===== src/rtl/ptp_clk_pkg.sv =====
// Package: shared constants for the fine-adjust system time counter.
// Holds the register address map, control bit positions and the
// bus data width. Assumes a 32-bit register data path.
package ptp_clk_pkg;
    localparam int DATA_W = 32;
    localparam int ADDR_W = 4;

    localparam logic [ADDR_W-1:0] RA_CTRL     = 4'd0;
    localparam logic [ADDR_W-1:0] RA_STATUS   = 4'd1;
    localparam logic [ADDR_W-1:0] RA_ADDEND   = 4'd2;
    localparam logic [ADDR_W-1:0] RA_INCR     = 4'd3;
    localparam logic [ADDR_W-1:0] RA_INIT_SEC = 4'd4;
    localparam logic [ADDR_W-1:0] RA_INIT_SUB = 4'd5;
    localparam logic [ADDR_W-1:0] RA_TGT_SEC  = 4'd6;
    localparam logic [ADDR_W-1:0] RA_TGT_SUB  = 4'd7;
    localparam logic [ADDR_W-1:0] RA_NOW_SEC  = 4'd8;
    localparam logic [ADDR_W-1:0] RA_NOW_SUB  = 4'd9;

    localparam int CB_FINE  = 0;
    localparam int CB_IRQEN = 1;
    localparam int CB_LOAD  = 2;
    localparam int CB_DEC   = 3;

    typedef struct packed {
        logic dec_roll;
        logic irq_en;
        logic fine;
    } ctrl_t;
endpackage


===== src/rtl/ptp_regs.sv =====
// Module: ptp_regs
// Software-visible register file. Stores control, addend, increment,
// initial time and target time, and turns writes into single-cycle
// strobes (load, target rewrite, status clear).
// Assumes SEC_W, SUB_W, INC_W and ACC_W are all at most DATA_W.
module ptp_regs
    import ptp_clk_pkg::*;
#(
    parameter int SEC_W = 32,
    parameter int SUB_W = 31,
    parameter int INC_W = 8,
    parameter int ACC_W = 32
) (
    input  logic              clk,
    input  logic              rst_n,
    input  logic              wr_en,
    input  logic [ADDR_W-1:0] wr_addr,
    input  logic [DATA_W-1:0] wr_data,
    output ctrl_t             ctrl,
    output logic              load_stb,
    output logic              tgt_wr,
    output logic              stat_clr,
    output logic [ACC_W-1:0]  addend,
    output logic [INC_W-1:0]  incr,
    output logic [SEC_W-1:0]  init_sec,
    output logic [SUB_W-1:0]  init_sub,
    output logic [SEC_W-1:0]  tgt_sec,
    output logic [SUB_W-1:0]  tgt_sub
);
    logic hit_ctrl, hit_tsec, hit_tsub;

    // Address decode for the strobes and the written registers
    always_comb begin
        hit_ctrl = wr_en && (wr_addr == RA_CTRL);
        hit_tsec = wr_en && (wr_addr == RA_TGT_SEC);
        hit_tsub = wr_en && (wr_addr == RA_TGT_SUB);
        load_stb = hit_ctrl && wr_data[CB_LOAD];
        tgt_wr   = hit_tsec || hit_tsub;
        stat_clr = wr_en && (wr_addr == RA_STATUS) && wr_data[0];
    end

    // Control register: mode, interrupt enable and rollover select
    always_ff @(posedge clk) begin
        if (!rst_n) begin
            ctrl <= '0;
        end else if (hit_ctrl) begin
            ctrl.fine     <= wr_data[CB_FINE];
            ctrl.irq_en   <= wr_data[CB_IRQEN];
            ctrl.dec_roll <= wr_data[CB_DEC];
        end
    end

    // Rate registers: addend and sub-second increment
    always_ff @(posedge clk) begin
        if (!rst_n) begin
            addend <= '0;
            incr   <= '0;
        end else if (wr_en) begin
            if (wr_addr == RA_ADDEND) addend <= wr_data[ACC_W-1:0];
            if (wr_addr == RA_INCR)   incr   <= wr_data[INC_W-1:0];
        end
    end

    // Initial-time registers, consumed only by the load strobe
    always_ff @(posedge clk) begin
        if (!rst_n) begin
            init_sec <= '0;
            init_sub <= '0;
        end else if (wr_en) begin
            if (wr_addr == RA_INIT_SEC) init_sec <= wr_data[SEC_W-1:0];
            if (wr_addr == RA_INIT_SUB) init_sub <= wr_data[SUB_W-1:0];
        end
    end

    // Target-time registers
    always_ff @(posedge clk) begin
        if (!rst_n) begin
            tgt_sec <= '0;
            tgt_sub <= '0;
        end else begin
            if (hit_tsec) tgt_sec <= wr_data[SEC_W-1:0];
            if (hit_tsub) tgt_sub <= wr_data[SUB_W-1:0];
        end
    end
endmodule


===== src/rtl/ptp_accum.sv =====
// Module: ptp_accum
// Frequency accumulator for fine mode. Adds the addend every cycle and
// reports the carry-out as a time step request. Holds in coarse mode
// and clears on the load strobe (the load wins over a carry).
module ptp_accum #(
    parameter int ACC_W = 32
) (
    input  logic             clk,
    input  logic             rst_n,
    input  logic             fine,
    input  logic             clear,
    input  logic [ACC_W-1:0] addend,
    output logic [ACC_W-1:0] acc,
    output logic             carry
);
    logic [ACC_W:0] sum;

    // Wide sum; its top bit is the carry-out
    always_comb begin
        sum   = {1'b0, acc} + {1'b0, addend};
        carry = fine && !clear && sum[ACC_W];
    end

    // Accumulator state: clear on load, add in fine mode, else hold
    always_ff @(posedge clk) begin
        if (!rst_n) begin
            acc <= '0;
        end else if (clear) begin
            acc <= '0;
        end else if (fine) begin
            acc <= sum[ACC_W-1:0];
        end
    end
endmodule


===== src/rtl/ptp_time.sv =====
// Module: ptp_time
// Seconds / sub-seconds counter. On a step request it adds the
// increment to the sub-seconds field, wrapping at 2^SUB_W or at
// DEC_LIMIT and carrying into the seconds field on the same edge.
// The load strobe replaces both fields atomically.
// Assumes DEC_LIMIT < 2^SUB_W and that loaded values lie below the limit.
module ptp_time #(
    parameter int SEC_W     = 32,
    parameter int SUB_W     = 31,
    parameter int INC_W     = 8,
    parameter int DEC_LIMIT = 1_000_000_000
) (
    input  logic             clk,
    input  logic             rst_n,
    input  logic             step,
    input  logic             dec_roll,
    input  logic [INC_W-1:0] incr,
    input  logic             load,
    input  logic [SEC_W-1:0] init_sec,
    input  logic [SUB_W-1:0] init_sub,
    output logic [SEC_W-1:0] sec,
    output logic [SUB_W-1:0] sub
);
    localparam logic [SUB_W:0] LIM_BIN = {1'b1, {SUB_W{1'b0}}};
    localparam logic [SUB_W:0] LIM_DEC = (SUB_W+1)'(DEC_LIMIT);

    logic [SUB_W:0] nxt;
    logic [SUB_W:0] lim;
    logic           wrap;

    // Next sub-second value and rollover test
    always_comb begin
        lim  = dec_roll ? LIM_DEC : LIM_BIN;
        nxt  = {1'b0, sub} + (SUB_W+1)'(incr);
        wrap = (nxt >= lim);
    end

    // Time state: load, step with rollover, or hold
    always_ff @(posedge clk) begin
        if (!rst_n) begin
            sec <= '0;
            sub <= '0;
        end else if (load) begin
            sec <= init_sec;
            sub <= init_sub;
        end else if (step) begin
            if (wrap) begin
                sub <= SUB_W'(nxt - lim);
                sec <= sec + 1'b1;
            end else begin
                sub <= nxt[SUB_W-1:0];
            end
        end
    end
endmodule


===== src/rtl/ptp_target.sv =====
// Module: ptp_target
// Target-time comparator with a sticky hit flag. A write to either
// target word arms it. The first cycle in which time >= target while
// armed sets the flag and disarms. The flag stays set until cleared,
// and a set on the same edge as a clear wins.
module ptp_target #(
    parameter int SEC_W = 32,
    parameter int SUB_W = 31
) (
    input  logic             clk,
    input  logic             rst_n,
    input  logic [SEC_W-1:0] sec,
    input  logic [SUB_W-1:0] sub,
    input  logic [SEC_W-1:0] tgt_sec,
    input  logic [SUB_W-1:0] tgt_sub,
    input  logic             tgt_wr,
    input  logic             stat_clr,
    output logic             reached,
    output logic             armed,
    output logic             hit
);
    logic fire;

    // Greater-or-equal compare on the full time value
    always_comb begin
        reached = ({sec, sub} >= {tgt_sec, tgt_sub});
        fire    = armed && reached;
    end

    // Arming: set by a target rewrite, dropped after one hit
    always_ff @(posedge clk) begin
        if (!rst_n)      armed <= 1'b0;
        else if (tgt_wr) armed <= 1'b1;
        else if (fire)   armed <= 1'b0;
    end

    // Sticky hit flag with software clear
    always_ff @(posedge clk) begin
        if (!rst_n)        hit <= 1'b0;
        else if (fire)     hit <= 1'b1;
        else if (stat_clr) hit <= 1'b0;
    end
endmodule


===== src/rtl/ptp_fine_clock.sv =====
// Module: ptp_fine_clock (top)
// System time counter with fine frequency trimming and a target-time
// interrupt. Ties together the register file, the accumulator, the
// time counter and the target comparator, and drives the read mux.
// Assumes a single clock and synchronous active-low reset.
module ptp_fine_clock
    import ptp_clk_pkg::*;
#(
    parameter int SEC_W     = 32,
    parameter int SUB_W     = 31,
    parameter int INC_W     = 8,
    parameter int ACC_W     = 32,
    parameter int DEC_LIMIT = 1_000_000_000
) (
    input  logic              clk,
    input  logic              rst_n,
    input  logic              wr_en,
    input  logic [ADDR_W-1:0] wr_addr,
    input  logic [DATA_W-1:0] wr_data,
    input  logic [ADDR_W-1:0] rd_addr,
    output logic [DATA_W-1:0] rd_data,
    output logic              irq
);
    ctrl_t            ctrl;
    logic             load_stb, tgt_wr, stat_clr;
    logic [ACC_W-1:0] addend, acc;
    logic [INC_W-1:0] incr;
    logic [SEC_W-1:0] init_sec, tgt_sec, sec;
    logic [SUB_W-1:0] init_sub, tgt_sub, sub;
    logic             carry, step, reached, armed, hit;

    ptp_regs #(.SEC_W(SEC_W), .SUB_W(SUB_W), .INC_W(INC_W), .ACC_W(ACC_W)) u_regs (
        .clk(clk), .rst_n(rst_n), .wr_en(wr_en), .wr_addr(wr_addr), .wr_data(wr_data),
        .ctrl(ctrl), .load_stb(load_stb), .tgt_wr(tgt_wr), .stat_clr(stat_clr),
        .addend(addend), .incr(incr), .init_sec(init_sec), .init_sub(init_sub),
        .tgt_sec(tgt_sec), .tgt_sub(tgt_sub)
    );

    ptp_accum #(.ACC_W(ACC_W)) u_acc (
        .clk(clk), .rst_n(rst_n), .fine(ctrl.fine), .clear(load_stb),
        .addend(addend), .acc(acc), .carry(carry)
    );

    // Step request: accumulator carry in fine mode, every cycle in coarse mode
    always_comb step = ctrl.fine ? carry : 1'b1;

    ptp_time #(.SEC_W(SEC_W), .SUB_W(SUB_W), .INC_W(INC_W), .DEC_LIMIT(DEC_LIMIT)) u_time (
        .clk(clk), .rst_n(rst_n), .step(step), .dec_roll(ctrl.dec_roll), .incr(incr),
        .load(load_stb), .init_sec(init_sec), .init_sub(init_sub), .sec(sec), .sub(sub)
    );

    ptp_target #(.SEC_W(SEC_W), .SUB_W(SUB_W)) u_tgt (
        .clk(clk), .rst_n(rst_n), .sec(sec), .sub(sub), .tgt_sec(tgt_sec),
        .tgt_sub(tgt_sub), .tgt_wr(tgt_wr), .stat_clr(stat_clr),
        .reached(reached), .armed(armed), .hit(hit)
    );

    // Interrupt gate
    always_comb irq = hit && ctrl.irq_en;

    // Read mux, zero-extending each field to the bus width
    always_comb begin
        case (rd_addr)
            RA_CTRL:     rd_data = DATA_W'({ctrl.dec_roll, 1'b0, ctrl.irq_en, ctrl.fine});
            RA_STATUS:   rd_data = DATA_W'(hit);
            RA_ADDEND:   rd_data = DATA_W'(addend);
            RA_INCR:     rd_data = DATA_W'(incr);
            RA_INIT_SEC: rd_data = DATA_W'(init_sec);
            RA_INIT_SUB: rd_data = DATA_W'(init_sub);
            RA_TGT_SEC:  rd_data = DATA_W'(tgt_sec);
            RA_TGT_SUB:  rd_data = DATA_W'(tgt_sub);
            RA_NOW_SEC:  rd_data = DATA_W'(sec);
            RA_NOW_SUB:  rd_data = DATA_W'(sub);
            default:     rd_data = '0;
        endcase
    end
endmodule


===== config.mk =====
export PLATFORM = sky130hd
export DESIGN_NAME = ptp_fine_clock
export DESIGN_NICKNAME = d
export VERILOG_FILES = /design/src/rtl/ptp_clk_pkg.sv /design/src/rtl/ptp_regs.sv /design/src/rtl/ptp_accum.sv /design/src/rtl/ptp_time.sv /design/src/rtl/ptp_target.sv /design/src/rtl/ptp_fine_clock.sv
export SDC_FILE = /design/constraint.sdc
export NUM_CORES = 1
export LEC_CHECK = 0
export BUFFER_PORTS_ARGS = -buffer_cell sky130_fd_sc_hd__buf_2
export CAP_MARGIN = 20
export CORE_MARGIN = 4
export CORE_UTILIZATION = 55
export CTS_CLUSTER_DIAMETER = 80
export DETAILED_ROUTE_END_ITERATION = 6
export PLACE_DENSITY = 0.73
export SLEW_MARGIN = 5
export SYNTH_ARGS = -nofsm -noshare
export SYNTH_HDL_FRONTEND = slang
export SYNTH_SLANG_ARGS = --single-unit

===== constraint.sdc =====
create_clock -name clk -period 4.9 [get_ports clk]
set_clock_uncertainty 0.2 [all_clocks]
set_input_delay 0.735 -clock clk [delete_from_list [all_inputs] [get_ports clk]]
set_output_delay 0.735 -clock clk [all_outputs]
set_load 0.02 [all_outputs]

==> results of run 1 <==
-- per-layer routing --
layer	wire, um	part of all wire
met4	2730	0.042
met3	8240	0.13
met1	25700	0.40
met2	27500	0.43
met5	0	0
-- area by class of cell --
class	count	area, sq um
multi-input cells	1688	10700
repair buffers	161	1040
diodes	1	2.50
clock buffers	52	1040
inverters	102	388
flip-flops and latches	266	5330
well taps	390	488
fillers	2656	10500
clock inverters	12	203
-- logic make-up (layout without fill, tap and decap cells) --
kind of cell | after synthesis | in the layout | synth area share
AND/OR/NAND/NOR | 806 | 807 | 0.215
other | 0 | 1 | 0
flip-flops | 266 | 266 | 0.321
multiplexers | 45 | 45 | 0.0276
XOR/XNOR | 80 | 80 | 0.0422
buffers and inverters | 233 | 327 | 0.0546
AO/OA/AOI/OAI | 635 | 635 | 0.249
adder cells (fa/ha/maj) | 121 | 121 | 0.0920
-- worst max-delay path: stages (launching register included) --
cell and delay [ns]:
sky130_fd_sc_hd__dfxtp_1 0.37, sky130_fd_sc_hd__ha_2 0.24, sky130_fd_sc_hd__inv_1 0.07, sky130_fd_sc_hd__fa_1 0.40
sky130_fd_sc_hd__nand2b_4 0.17, sky130_fd_sc_hd__a21o_4 0.24, sky130_fd_sc_hd__a21o_4 0.25, sky130_fd_sc_hd__nor2_1 0.12
sky130_fd_sc_hd__xnor2_1 0.09, sky130_fd_sc_hd__ha_1 0.29, sky130_fd_sc_hd__and2_2 0.18, sky130_fd_sc_hd__nand4_1 0.12
sky130_fd_sc_hd__mux2i_2 0.24, sky130_fd_sc_hd__nand3_2 0.13, sky130_fd_sc_hd__nor4_4 0.33, sky130_fd_sc_hd__a221oi_2 0.09
sky130_fd_sc_hd__buf_4 0.17, sky130_fd_sc_hd__and2_2 0.26, sky130_fd_sc_hd__nor2_1 0.35, sky130_fd_sc_hd__a31oi_1 0.14
sky130_fd_sc_hd__o211a_1 0.22
-- per-stage QoR --
step | instance area, sq um | cells
global route | 19200 | 2671
CTS | 18900 | 2665
detailed placement | 17600 | 2600
floorplan | 16600 | 2186
finish | 19200 | 2672
global placement | 17600 | 2600
-- synthesized netlist by cell type, drive strengths merged (6+ instances only) --
master and count:
nand2 428, a21oi 280, dfxtp 266, nor2 139
clkbuf 119, ha 119, inv 102, nand3 83
o21ai 68, a22oi 53, xnor2 43, mux2i 41
xor2 37, a21o 27, a222oi 27, nor3 27
a211oi 25, and3 25, o211ai 25, nand4 23
and2 14, buf 12, o221ai 12, a221oi 11
a31oi 11, and4 11, a311oi 10, nor2b 10
nand2b 9, o22ai 9, a22o 8, o21a 8
o311ai 8, nor4 6, o31ai 6, or3 6
-- flip-flops by register name, indices dropped and copies added, names as in the netlist --
| register | flops |
|---|---|
| u_acc.acc | 32 |
| u_regs.addend | 32 |
| u_regs.init_sec | 32 |
| u_regs.tgt_sec | 32 |
| u_time.sec | 32 |
| u_regs.init_sub | 31 |
| u_regs.tgt_sub | 31 |
| u_time.sub | 31 |
| u_regs.incr | 8 |
| u_regs.ctrl | 3 |
| u_tgt.armed | 1 |
| u_tgt.hit | 1 |
-- power groups by stage --
stage | clock, mW | combinational (mW) | sequential (mW)
5_1_grt | 2.86 | 0.581 | 2.24
3_3_place_gp | 0 | 0.509 | 2.28
4_1_cts | 2.77 | 0.516 | 2.23
6_report | 2.76 | 0.549 | 2.24
2_1_floorplan | 0 | 0.314 | 2.26
3_5_place_dp | 0 | 0.510 | 2.28
-- final timing paths --
path	end	slack, ns	depth (start not counted)
hold reg to reg	u_regs.tgt_sub[12]	0.26	2
setup reg to reg	u_time.sec[26]	0.08	20
setup / recovery	u_time.sec[26]	0.08	20
hold / removal	u_regs.tgt_sub[12]	0.26	2
-- timing repair --
action | CTS | global route
hold buffers | 0 | 0
cloned | 0 | 1
buffers inserted | 1 | 5
endpoints found under the setup margin | 10 | 54
pin swaps | 1 | 11
gates resized for setup | 4 | 54
==> results.rst, run 1 <==
.. list-table::
   :header-rows: 1

   * - Metric
     - Value
   * - Antenna violations before repair
     - 1
   * - Critical Path Start Type
     - flip-flop
   * - Sw Ratio
     - 0.257
   * - Part of the total power dissipated in combinational logic
     - 0.099
   * - Core Footprint
     - 29,700 sq um
   * - Worst Max-Slew Pin Slew
     - 1.02 ns
   * - Pwr dens
     - 289 nW/um^2
   * - # Max-Cap Violations
     - 0
   * - Total routing usage reported by global routing
     - 0.374
   * - IO Count
     - 76
   * - Deepest level of the CTS H-tree
     - 2
   * - Iteration count of the initial detailed-routing pass
     - 7
   * - Drt wl/cell
     - 24.0 um
   * - Cell area after technology mapping
     - 16,600 sq um
   * - Die span in x
     - 182 um
   * - Post-DR vias/cell
     - 6.61
   * - Final min period
     - 4.82 ns
   * - Sw Pwr
     - 1.43 mW
   * - Clock buffer count from CTS
     - 35
   * - Startpoint of the worst-slack reg-to-reg timing path
     - u_time.sub[0]
   * - Post-synthesis net count
     - 2,350
   * - Total Nets Final
     - 2,418
   * - GRT Residual Overflow
     - 0
   * - Maximum achievable frequency
     - 207 MHz
   * - Top_reg_cell synth
     - sky130_fd_sc_hd__dfxtp_1
   * - Clock power frac
     - 0.498
   * - DIE HEIGHT
     - 182 um
   * - Period utilisation layout
     - 0.984
   * - Fraction of met3 tracks used by global routing
     - 0.0946
   * - EDFF count, synth
     - 0
   * - Total power after layout
     - 5.55 mW
   * - Number of DRC violations after detailed routing
     - 3
   * - Hold_sp
     - u_regs.tgt_sub[12]
   * - Clk Tree Root Cell
     - sky130_fd_sc_hd__clkbuf_16
   * - Met2 track demand over resource in global routing
     - 0.568
   * - Count of final hold-check violations
     - 0
   * - Final core utilization
     - 0.646
   * - Clock network latency to the later pin of the worst-skew pair
     - 0.53 ns
   * - Library cells used by synthesis
     - 84
   * - Leakage component of the power
     - 7.46 nW
   * - Placement-stage worst setup slack
     - -0.134 ns
   * - Violations in the final reports
     - design-rule violations
   * - RSZ-0062 raised after global routing
     - yes
   * - Final count of negative-setup-slack endpoints
     - 0
   * - Cells after synthesis
     - 2,186
   * - DRC violation total after the first TritonRoute iteration
     - 2,596
   * - CP Data Required Time
     - 5.11 ns
   * - Max rail drop VDD
     - 0.000308 V
   * - Sequential cell area fraction in the yosys report
     - 0.321
   * - Number of clock sinks seen by CTS
     - 266
   * - Layer with the highest usage
     - met2
   * - Crit path max fanout
     - 7
   * - Vias in the first global route
     - 16.7k
   * - Clock Path Buffers
     - 3
   * - Number of routed nets with antenna violations
     - 0
   * - Worst Path Arrival
     - 5.03 ns
   * - Relative slew margins
     - 0.318
   * - Starting density of the core
     - 0.559
   * - Clock tree from TritonCTS
     - done
   * - Startpoint-to-endpoint class of the critical path
     - flip-flop to flip-flop
   * - Cell accounting for the most synthesized area
     - sky130_fd_sc_hd__dfxtp_1
   * - Fraction of layout instances using a drive strength above 1
     - 0.132
   * - Placed wire-length estimate after detailed placement
     - 46,700 um
   * - Area overhead of the layout relative to synthesis
     - 15.5%
   * - Pint
     - 4.12 mW
   * - Commonest cells after routing, fill and taps aside
     - sky130_fd_sc_hd__nand2_1, sky130_fd_sc_hd__a21oi_1, sky130_fd_sc_hd__dfxtp_1, sky130_fd_sc_hd__nor2_1, sky130_fd_sc_hd__ha_1
   * - Summed negative setup slack over all endpoints
     - 0 ns
   * - Yosys warning total
     - 0
   * - Global-route wire length before repair
     - 98,000 um
   * - Total wirelength of the detailed-routed design
     - 64,200 um
   * - Count of pins over their slew limit
     - 0
   * - Leading cell type in the layout, fill and taps excluded
     - sky130_fd_sc_hd__nand2_1
   * - FP Rows
     - 63
   * - Number of synthesized register bits
     - 266
   * - Clock-pin slew on the worst setup and hold paths
     - 0.06 ns
   * - Total vias in the final route
     - 17.7k
   * - Worst Hold Margin
     - 0.262 ns
   * - Top-area cell type share of the netlist area
     - 0.321
   * - Area of the die
     - 33,100 sq um
   * - Maximum number of pins on one net before global-route repair
     - 82
   * - Port buffer count
     - 75
   * - Largest cells by area after synthesis
     - sky130_fd_sc_hd__dfxtp_1, sky130_fd_sc_hd__nand2_1, sky130_fd_sc_hd__ha_1
   * - GP Congestion
     - 1.04
   * - Final WS setup
     - 0.0797 ns
   * - Post-synth ARST share
     - 0
   * - Min-Delay Path Class
     - flip-flop to flip-flop
   * - Reg power frac
     - 0.403
   * - Average cell area after synthesis
     - 7.60 sq um
   * - Routing usage on met1
     - 0.511
   * - CP Launch Point
     - u_time.sub[0]
   * - Outcome
     - finished with violations
   * - CP endpoint kind
     - flip-flop
Power figures use the tool's default switching activity.
==> inputs of run 2 (changes only) <==
Settings changed: ABC_AREA set to 1, PLACE_DENSITY 0.73 to 0.72.
==> results.rst, run 2 <==
.. list-table::
   :header-rows: 1

   * - Metric
     - Value
   * - IO Count
     - 76 (unchanged)
   * - Area overhead of the layout relative to synthesis
     - 10.3%
   * - Number of routed nets with antenna violations
     - 0 (unchanged)
   * - Maximum achievable frequency
     - 221 MHz (+6.4%)
   * - Antenna violations before repair
     - 0 (-1)
   * - Maximum number of pins on one net before global-route repair
     - 109 (+33%)
   * - Cell area after technology mapping
     - 17,700 sq um (+6.6%)
   * - Final min period
     - 4.53 ns (-0.291 ns)
   * - Outcome
     - finished clean
   * - Most common cell in the netlist
     - sky130_fd_sc_hd__nand2_1
   * - Total vias in the final route
     - 18.7k (+5.9%)
   * - FP Rows
     - 65 (+3.2%)
   * - Area of the die
     - 35,100 sq um (+6.3%)
   * - Relative slew margins
     - 0.293 (-0.0257)
   * - Clock network latency to the later pin of the worst-skew pair
     - 0.57 ns (+0.04 ns)
   * - Count of final hold-check violations
     - 0 (unchanged)
   * - Period utilisation layout
     - 0.924 (-0.0593)
   * - Slowest library cell on the worst path
     - sky130_fd_sc_hd__or4_1
   * - Pint
     - 4.13 mW (+0.29%)
   * - Starting density of the core
     - 0.560 (+0.000884)
   * - Leakage component of the power
     - 8.85 nW (+19%)
   * - Antenna fix cells
     - 0 (-1)
   * - Sw Pwr
     - 1.68 mW (+18%)
   * - Non-Filler Cell Area, Final
     - 19,500 sq um (+1.9%)
   * - Cells after synthesis
     - 2,671 (+22%)
   * - Final count of negative-setup-slack endpoints
     - 0 (unchanged)
   * - EDFF count, synth
     - 0 (unchanged)
   * - Clock buffer count from CTS
     - 29 (-17%)
   * - Post-DR vias/cell
     - 5.99 (-9.4%)
   * - Fraction of layout instances using a drive strength above 1
     - 0.0827 (-0.0492)
   * - Top_reg_cell synth
     - sky130_fd_sc_hd__dfxtp_1
   * - Vias in the first global route
     - 17.4k (+3.8%)
   * - Core Footprint
     - 31,600 sq um (+6.5%)
   * - Max rail drop VDD
     - 0.000269 V (-13%)
   * - Sequential cell area fraction in the yosys report
     - 0.301 (-0.0199)
   * - Average cell area after synthesis
     - 6.63 sq um (-13%)
   * - Top-area cell type share of the netlist area
     - 0.301 (-0.0199)
   * - Max stage delay on crit path
     - 0.64 ns (+0.24 ns)
   * - Global-route wire length before repair
     - 98,300 um (+0.32%)
   * - Drt wl/cell
     - 20.3 um (-16%)
   * - Clock Path Buffers
     - 3 (unchanged)
   * - Post-synth ARST share
     - 0 (unchanged)
   * - Sw Ratio
     - 0.290 (+0.0323)
   * - Pwr dens
     - 298 nW/um^2 (+2.9%)
   * - Number of DRC violations after detailed routing
     - 0 (-3)
   * - Total routing usage reported by global routing
     - 0.347 (-0.0267)
   * - CP Data Required Time
     - 5.19 ns (+0.08 ns)
   * - Largest cells by area after synthesis
     - sky130_fd_sc_hd__dfxtp_1, sky130_fd_sc_hd__nand2_1, sky130_fd_sc_hd__o21ai_0
   * - Commonest cells after routing, fill and taps aside
     - sky130_fd_sc_hd__nand2_1, sky130_fd_sc_hd__inv_1, sky130_fd_sc_hd__nor2_1, sky130_fd_sc_hd__o21ai_0, sky130_fd_sc_hd__a21oi_1
   * - Part of the total power dissipated in combinational logic
     - 0.170 (+0.071)
   * - Clock tree from TritonCTS
     - done
   * - Placed wire-length estimate after detailed placement
     - 48,200 um (+3.4%)
   * - Clk Tree Root Cell
     - sky130_fd_sc_hd__clkbuf_16
   * - GRT Residual Overflow
     - 0 (unchanged)
   * - Number of clock sinks seen by CTS
     - 266 (unchanged)
   * - Critical Path Start Type
     - flip-flop
   * - Min-Delay Path Class
     - flip-flop to flip-flop
   * - Port buffer count
     - 75 (unchanged)
   * - DIE HEIGHT
     - 187 um (+3.1%)
   * - Die span in x
     - 187 um (+3.1%)
   * - Reg power frac
     - 0.393 (-0.010)
   * - DRC violation total after the first TritonRoute iteration
     - 2,034 (-22%)
   * - Worst Hold Margin
     - 0.266 ns (+0.00445 ns)
   * - Clock-pin slew on the worst setup and hold paths
     - 0.06 ns (about the same)
   * - Library cells used by synthesis
     - 53 (-37%)
   * - Worst Max-Slew Pin Slew
     - 1.06 ns (+0.0382 ns)
   * - Count of pins over their slew limit
     - 0 (unchanged)
   * - # Max-Cap Violations
     - 0 (unchanged)
   * - Iteration count of the initial detailed-routing pass
     - 6 (-1)
   * - Cell area after placement
     - 18,400 sq um (+4.4%)
   * - Post-synthesis net count
     - 2,835 (+21%)
   * - GP Congestion
     - 1.01 (-2.2%)
   * - Total Nets Final
     - 2,863 (+18%)
   * - Startpoint-to-endpoint class of the critical path
     - flip-flop to flip-flop
   * - Worst Path Arrival
     - 4.82 ns (-0.21 ns)
   * - Number of synthesized register bits
     - 266 (unchanged)
   * - Total wirelength of the detailed-routed design
     - 63,200 um (-1.6%)
   * - CP endpoint kind
     - flip-flop
   * - Deepest level of the CTS H-tree
     - 1 (-1)
   * - Cell accounting for the most synthesized area
     - sky130_fd_sc_hd__dfxtp_1
   * - Leading cell type in the layout, fill and taps excluded
     - sky130_fd_sc_hd__nand2_1
   * - Top cells by instance count after synthesis
     - sky130_fd_sc_hd__nand2_1, sky130_fd_sc_hd__inv_1, sky130_fd_sc_hd__nor2_1, sky130_fd_sc_hd__o21ai_0, sky130_fd_sc_hd__a21oi_1
   * - Clock power frac
     - 0.437 (-0.061)
   * - Crit path max fanout
     - 29 (+22)
   * - Yosys warning total
     - 0 (unchanged)
==> run 2: final timing paths <==
check                  from        endpoint  slack [ns]  cells after the start
max          u_regs.incr[0]  u_time.sec[14]        0.37                     25
min            u_acc.acc[0]    u_acc.acc[0]        0.27                      2
max reg2reg  u_regs.incr[0]  u_time.sec[14]        0.37                     25
min reg2reg    u_acc.acc[0]    u_acc.acc[0]        0.27                      2
==> run 2: stage by stage <==
| stage | TNS (ns) | setup slack [ns] | std cells | power [mW] | utilization |
|---|---|---|---|---|---|
| floorplan | 0 | 0.833 | 2671 | 2.97 | - |
| global placement | 0 | 0.198 | 3068 | 3.28 | 0.581 |
| detailed placement | 0 | 0.123 | 3068 | 3.29 | 0.581 |
| CTS | 0 | 0.102 | 3120 | 5.80 | 0.616 |
| global route | -0.00995 | -0.00995 | 3122 | 6.05 | 0.618 |
| finish | 0 | 0.370 | 3122 | 5.82 | 0.618 |
==> run 2: layer usage <==
layer  vias up  part of all wire  track usage
met1      8714              0.43        0.490
li1       9073                 -            -
met5         -                 0            0
met2       810              0.43        0.544
met4         0             0.032        0.104
met3       117              0.10       0.0629
==> run 2: what timing repair did <==
action | 4_1_cts | 5_1_grt
buffers inserted | 0 | 2
setup endpoints to repair | 0 | 51
hold buffers | 0 | 0
gates resized for setup | 0 | 10
==> run 2: critical path: cells and delay by family, from the launching register on <==
kind,cells,cell delay [ns]
xor gates and xnor gates,1,0.21
DFF,1,0.36
and+or+nand+nor,13,1.87
AOI/OAI and AO/OA,4,0.59
buffers and inverters,4,0.41
adders and majority gates,3,0.78
==> run 2: area by class of cell <==
| type | count | area, sq um |
|---|---|---|
| repair buffers | 112 | 668 |
| flip-flops and latches | 266 | 5330 |
| fillers | 3044 | 12100 |
| well taps | 402 | 503 |
| clock inverters | 13 | 269 |
| multi-input cells | 1946 | 10700 |
| inverters | 344 | 1300 |
| clock buffers | 39 | 823 |
==> run 2: logic make-up after synthesis <==
family | share of synthesized area
AND/OR/NAND/NOR | 0.241
AO/OA/AOI/OAI | 0.240
adder cells (fa/ha/maj) | 0.0863
buffers and inverters | 0.101
XOR/XNOR | 0.0316
flip-flops | 0.301
==> run 2: power groups by stage <==
stage                     combinational, mW  sequential, mW  clock, mW
after floorplan                       0.668            2.31          0
after global placement                0.950            2.33          0
after detailed placement              0.960            2.33          0
after CTS                             0.964            2.28       2.55
after global routing                   1.10            2.29       2.66
final                                 0.988            2.29       2.54
